===== src/rtl/ptp_cls_pkg.sv =====
package ptp_cls_pkg;
  localparam int unsigned NUM_ADDR = 5;
  localparam int unsigned NUM_FIXED = 4;
  localparam int unsigned IDX_W = 3;
  localparam logic [47:0] PTP_DA_BASE = 48'h01_00_5e_00_01_81;
  localparam logic [7:0] MSG_SYNC = 8'h00;
  localparam logic [7:0] MSG_DELAY = 8'h01;

  function automatic logic [47:0] fixed_da(input int unsigned n);
    return PTP_DA_BASE + 48'(n);
  endfunction
endpackage


===== src/rtl/ptp_da_match.sv =====
module ptp_da_match
  import ptp_cls_pkg::*;
#(
  parameter int unsigned CNT_W = 8
) (
  input  logic                 clk,
  input  logic                 rst,
  input  logic                 beat,
  input  logic [CNT_W-1:0]     byte_idx,
  input  logic [7:0]           data,
  input  logic [47:0]          user_da,
  input  logic [NUM_ADDR-1:0]  en,
  output logic [NUM_ADDR-1:0]  hit_vec
);
  logic [47:0] da_q;

  always_ff @(posedge clk) begin
    if (rst) begin
      da_q <= '0;
    end else if (beat) begin
      for (int k = 0; k < 6; k++) begin
        if (byte_idx == CNT_W'(k)) da_q[8*(5-k) +: 8] <= data;
      end
    end
  end

  for (genvar a = 0; a < NUM_ADDR; a++) begin : g_cmp
    if (a < NUM_FIXED) begin : g_fixed
      assign hit_vec[a] = en[a] && (da_q == fixed_da(a));
    end else begin : g_user
      assign hit_vec[a] = en[a] && (da_q == user_da);
    end
  end
endmodule


===== src/rtl/ptp_type_pick.sv =====
module ptp_type_pick #(
  parameter int unsigned CNT_W     = 8,
  parameter int unsigned UNTAG_POS = 74,
  parameter int unsigned TAG_POS   = 78
) (
  input  logic             clk,
  input  logic             rst,
  input  logic             beat,
  input  logic [CNT_W-1:0] byte_idx,
  input  logic [7:0]       data,
  output logic             type_valid,
  output logic [7:0]       type_byte
);
  logic             lead81_q;
  logic             tagged_q;
  logic             seen_q;
  logic [CNT_W-1:0] pos;

  assign pos = tagged_q ? CNT_W'(TAG_POS) : CNT_W'(UNTAG_POS);

  always_ff @(posedge clk) begin
    if (rst) begin
      lead81_q  <= 1'b0;
      tagged_q  <= 1'b0;
      seen_q    <= 1'b0;
      type_byte <= '0;
    end else if (beat) begin
      if (byte_idx == '0) begin
        tagged_q <= 1'b0;
        seen_q   <= 1'b0;
      end
      if (byte_idx == CNT_W'(12)) lead81_q <= (data == 8'h81);
      if (byte_idx == CNT_W'(13)) tagged_q <= lead81_q && (data == 8'h00);
      if (byte_idx == pos) begin
        type_byte <= data;
        seen_q    <= 1'b1;
      end
    end
  end

  // A stale flag from the previous frame is masked on byte 0 of a new one.
  assign type_valid = seen_q && (byte_idx != '0);
endmodule


===== src/rtl/ptp_evt_classifier.sv =====
module ptp_evt_classifier
  import ptp_cls_pkg::*;
#(
  parameter int unsigned NUM_PORTS   = 3,
  parameter int unsigned PORT_SEL    = 0,
  parameter int unsigned PAYLOAD_OFS = 42,
  parameter int unsigned VLAN_BYTES  = 4,
  parameter int unsigned MSG_OFS     = 32
) (
  input  logic                        clk,
  input  logic                        rst,
  input  logic                        rx_valid,
  input  logic                        rx_sof,
  input  logic                        rx_eof,
  input  logic [7:0]                  rx_data,
  input  logic                        rx_fcs_ok,
  input  logic [15:0]                 cfg_user_hi,
  input  logic [31:0]                 cfg_user_lo,
  input  logic [NUM_ADDR*NUM_PORTS-1:0] cfg_addr_en,
  output logic                        ptp_hit,
  output logic                        ptp_is_delay_req,
  output logic [IDX_W-1:0]            ptp_addr_idx
);
  localparam int unsigned UNTAG_POS = PAYLOAD_OFS + MSG_OFS;
  localparam int unsigned TAG_POS   = UNTAG_POS + VLAN_BYTES;
  localparam int unsigned CNT_W     = $clog2(TAG_POS + 2) + 1;

  logic [CNT_W-1:0]    cnt_q;
  logic [CNT_W-1:0]    idx_now;
  logic [NUM_ADDR-1:0] port_en;
  logic [NUM_ADDR-1:0] hit_vec;
  logic                type_valid;
  logic [7:0]          type_byte;
  logic [IDX_W-1:0]    first_idx;
  logic                classify;

  assign idx_now = rx_sof ? '0 : cnt_q;
  assign port_en = cfg_addr_en[PORT_SEL*NUM_ADDR +: NUM_ADDR];

  always_ff @(posedge clk) begin
    if (rst) begin
      cnt_q <= '0;
    end else if (rx_valid && idx_now != '1) begin
      cnt_q <= idx_now + 1'b1;
    end else if (rx_valid) begin
      cnt_q <= idx_now;
    end
  end

  ptp_da_match #(.CNT_W(CNT_W)) da_i (
    .clk(clk), .rst(rst), .beat(rx_valid), .byte_idx(idx_now), .data(rx_data),
    .user_da({cfg_user_hi, cfg_user_lo}), .en(port_en), .hit_vec(hit_vec)
  );

  ptp_type_pick #(.CNT_W(CNT_W), .UNTAG_POS(UNTAG_POS), .TAG_POS(TAG_POS)) tp_i (
    .clk(clk), .rst(rst), .beat(rx_valid), .byte_idx(idx_now), .data(rx_data),
    .type_valid(type_valid), .type_byte(type_byte)
  );

  // Lowest-numbered matching address wins.
  always_comb begin
    first_idx = '0;
    for (int a = NUM_ADDR - 1; a >= 0; a--) begin
      if (hit_vec[a]) first_idx = IDX_W'(a);
    end
  end

  assign classify = rx_valid && rx_eof && rx_fcs_ok && (|hit_vec) && type_valid &&
                    (type_byte == MSG_SYNC || type_byte == MSG_DELAY);

  always_ff @(posedge clk) begin
    if (rst) begin
      ptp_hit          <= 1'b0;
      ptp_is_delay_req <= 1'b0;
      ptp_addr_idx     <= '0;
    end else begin
      ptp_hit          <= classify;
      ptp_is_delay_req <= classify && (type_byte == MSG_DELAY);
      ptp_addr_idx     <= classify ? first_idx : '0;
    end
  end
endmodule


===== config.mk =====
export PLATFORM = sky130hd
export DESIGN_NAME = ptp_evt_classifier
export DESIGN_NICKNAME = d
export VERILOG_FILES = /design/src/rtl/ptp_cls_pkg.sv /design/src/rtl/ptp_da_match.sv /design/src/rtl/ptp_type_pick.sv /design/src/rtl/ptp_evt_classifier.sv
export SDC_FILE = /design/constraint.sdc
export NUM_CORES = 1
export LEC_CHECK = 0
export BUFFER_PORTS_ARGS = -buffer_cell sky130_fd_sc_hd__buf_2
export CAP_MARGIN = 10
export CORE_AREA = 3 3 89 91
export CTS_BUF_LIST = sky130_fd_sc_hd__clkbuf_16
export DETAILED_ROUTE_END_ITERATION = 10
export DIE_AREA = 0 0 92 94
export GPL_TIMING_DRIVEN = 1
export PLACE_DENSITY = 0.74
export RECOVER_POWER = 50
export SLEW_MARGIN = 15
export SYNTH_ARGS = -nofsm -noshare
export SYNTH_HDL_FRONTEND = slang
export SYNTH_SLANG_ARGS = --single-unit

===== constraint.sdc =====
create_clock -name clk -period 5.4 [get_ports clk]
set_clock_uncertainty 0.05 [all_clocks]
set_input_delay 0.27 -clock clk [delete_from_list [all_inputs] [get_ports clk]]
set_output_delay 0.27 -clock clk [all_outputs]
set_load 0.05 [all_outputs]

==> impl_metrics.json <==
{
  "grt-ovfl-total": 0,
  "rr_endpoint": "da_i.da_q[21]$_SDFFE_PP0P_",
  "synth_area_per_cell_um2": 9.09,
  "drv_cap": 0,
  "grt_pass1_vias": 3041,
  "stdcell_area_mm2": 0.00422,
  "cts_buffers": 9,
  "drc": 0,
  "layout-drive-gt1-share": 0.176,
  "via_count": 3003,
  "ctsResizeCount": 0,
  "fill_cells": 671,
  "critPathTopFamily": "simple AND/OR/NAND/NOR gates",
  "max_freq_mhz": 387,
  "worst_pin_slew_ps": 715,
  "first_pass_iters": 4,
  "min-delay-start": "cfg_addr_en[1]",
  "tns_ps": 0,
  "grt_util_all_layers": 0.223,
  "diodes": 0,
  "ir_worst_vdd_mv": 0.180,
  "r2r-start": "cnt_q[4]$_SDFFE_PP0P_",
  "gp_congestion": 0.863,
  "clock_path_buffers": 2,
  "hold_violations": 0,
  "fin_util": 0.585,
  "pwr-share-clk": 0.466,
  "areaGrowthSynthToFinish_pct": 17.5,
  "yosysSeqAreaShare": 0.401,
  "worst_slack_ps": 2820,
  "wl_per_cell_um": 16.7,
  "slowest_delay_ps": 600,
  "die_w_um": 92,
  "yosysUniqueCellTypes": 39,
  "synthArstFlopShare": 0,
  "maxSlewViolCount": 0,
  "yosysTopAreaCell": "dfxtp_1",
  "swShare": 0.231,
  "clk_pin_slew_ps": 50,
  "rsz0062_at_grt": "false",
  "crit_arrival_ps": 2720,
  "fin_total_pwr_mw": 1.22,
  "clk_latency_ps": 330,
  "maxSlewHeadroom": 0.523,
  "clock-root-buffer": "clkbuf_16",
  "synth_common_cells": "dfxtp_1 (72), nor2_1 (72), mux2i_1 (56)",
  "critPathRequiredTime_ps": 5540,
  "finalSetupViolations": 0,
  "grt_max_degree": 70,
  "cts_tree": "done",
  "nNetsFinal": 537,
  "synthTopCellsByArea": "dfxtp_1 (40%), mux2i_1 (16%), xnor2_1 (10%)",
  "grt_pass1_wl_mm": 14.8,
  "finalCritPeriodShare": 0.478,
  "hold_class": "input pin to flop",
  "placementRows": 31,
  "syn_inst": 395,
  "min_to": "ptp_addr_idx[0]$_SDFF_PP0_",
  "critPathCaptureType": "flop",
  "whs_path_depth": 3,
  "p_seq_frac": 0.449,
  "ys_seq_elements": 72,
  "synth_ff_type": "dfxtp_1",
  "critical_path_class": "flop to flop",
  "die-area_mm2": 0.00865,
  "dpl_worst_slack_ps": 2840,
  "coreArea_mm2": 0.00721,
  "cts_hold_buf": 0,
  "busiest_layer": "met2",
  "timing.final.crit_period_ps": 2580,
  "pwr-share-comb": 0.085,
  "power.switching_mw": 0.281,
  "drt_wl_total_mm": 9.34,
  "place_area_mm2": 0.00398,
  "p_leak_nw": 1.85,
  "io_pins": 82,
  "via_per_inst": 5.36,
  "cts_setup_buffers": 0,
  "grt_antenna_before_repair": 0,
  "reg2reg_slack_ps": 2820,
  "syn_area_mm2": 0.00359,
  "synth_fp_nets": 476,
  "hpwl_mm": 6.71,
  "start_kind": "flop",
  "synth_top_area_share": 0.401,
  "outcome": "finished, final reports clean",
  "worstPathCellList": "or4_1 -> o31ai_1 -> and2_0 -> nand2_1 -> mux2i_1 -> nor2_1",
  "cts.sinks": 72,
  "ant_nets": 0,
  "yosysWarnings": 0,
  "synth_edf_count": 0,
  "start_util": 0.498,
  "cp_slowest_cell": "or4_1",
  "io_buffers": 71,
  "first_iter_violations": 127,
  "grt.met2_usage": 0.401,
  "p_int_mw": 0.935,
  "critPathBufInv": 0,
  "use_met3": 0.0361,
  "crit_fanout": 8,
  "die_h_um": 94,
  "cts_max_level": 3,
  "cellPowerDensity_mw_per_mm2": 288,
  "r2r_cells": 6,
  "grt_use_met1": 0.257
}
==> layout by cell type, fill, tap and decap left out, drive strengths merged, types with 2 or more instances in the layout <==
| master | Yosys | routed |
|---|---|---|
| nor2 | 72 | 72 |
| dfxtp | 72 | 72 |
| buf | 4 | 67 |
| mux2i | 56 | 56 |
| xnor2 | 41 | 41 |
| nand2 | 22 | 22 |
| nand4 | 16 | 16 |
| clkbuf | 18 | 14 |
| nor4 | 11 | 11 |
| xor2 | 9 | 9 |
| a21oi | 9 | 9 |
| inv | 5 | 8 |
| nor3 | 8 | 8 |
| nand3 | 6 | 6 |
| and3 | 5 | 5 |
| o21ai | 5 | 5 |
| nor4b | 4 | 4 |
| ha | 4 | 4 |
| nand3b | 3 | 3 |
| nor2b | 3 | 3 |
| a31oi | 3 | 3 |
| clkinv | 0 | 3 |
| and2 | 2 | 2 |
| or4 | 2 | 2 |
| and4 | 2 | 2 |
| nor3b | 2 | 2 |
| a211oi | 2 | 2 |
==> logic make-up (layout without fill, tap and decap cells) <==
group           after synthesis  in the layout  share of synthesized area
flops                        72             72                      0.401
compound gates               23             23                     0.0397
buf+inv                      27             93                     0.0317
xor+xnor                     50             50                      0.122
fa+ha+maj                     4              4                     0.0139
simple gates                162            162                      0.232
mux                          57             57                      0.159
==> layer usage <==
metal  vias to the layer above  wire, um
li1                       1488         -
met5                         -         0
met1                      1432      4050
met4                         0       222
met3                        17       305
met2                        66      4760
==> sequential cells by signal, indices dropped and copies added, names as in the netlist <==
signal	cells
da_i.da_q	48
cnt_q	8
tp_i.type_byte	8
ptp_addr_idx	3
ptp_hit	1
ptp_is_delay_req	1
tp_i.lead81_q	1
tp_i.seen_q	1
tp_i.tagged_q	1
==> worst reg2reg max path: stages (launching register included) <==
cell	delay, ps
dfxtp_1	360
or4_1	600
o31ai_1	360
and2_0	350
nand2_1	390
mux2i_1	280
nor2_1	60
==> power by group through the flow <==
stage,clock network (mW),logic (mW),registers (mW)
after floorplan,0,0.0610,0.555
after global placement,0,0.103,0.557
after detailed placement,0,0.104,0.557
after CTS,0.572,0.105,0.545
after global routing,0.593,0.112,0.546
final,0.566,0.104,0.545
==> layout make-up <==
| cell class | count | area [um2] | share of cell area |
|---|---|---|---|
| timing repair buffer | 72 | 357 | 0.0845 |
| clock inverter | 7 | 56.3 | 0.0133 |
| sequential | 72 | 1440 | 0.341 |
| tap | 99 | 124 | 0.0293 |
| clock buffer | 9 | 225 | 0.0533 |
| multi-input combinational | 296 | 2000 | 0.474 |
| inverter | 5 | 18.8 | 0.00445 |
==> metrics by stage <==
step	instances	hold WS, ps
floorplan	395	382
global placement	544	386
detailed placement	544	395
CTS	560	201
global route	560	248
finish	560	209
==> worst max-delay path by stage <==
stage                                from  cells after the start                    endpoint  slack [ps]
floorplan                          rx_sof                     10       cnt_q[7]$_SDFFE_PP0P_        3190
global placement                   rx_sof                     11       cnt_q[7]$_SDFFE_PP0P_        2890
detailed placement                 rx_sof                     11       cnt_q[7]$_SDFFE_PP0P_        2840
CTS                 cnt_q[0]$_SDFFE_PP0P_                      9       cnt_q[7]$_SDFFE_PP0P_        3040
global route        cnt_q[4]$_SDFFE_PP0P_                      6  da_i.da_q[21]$_SDFFE_PP0P_        2660
finish              cnt_q[4]$_SDFFE_PP0P_                      6  da_i.da_q[21]$_SDFFE_PP0P_        2820
No activity file was read; power rests on OpenSTA's default activity.
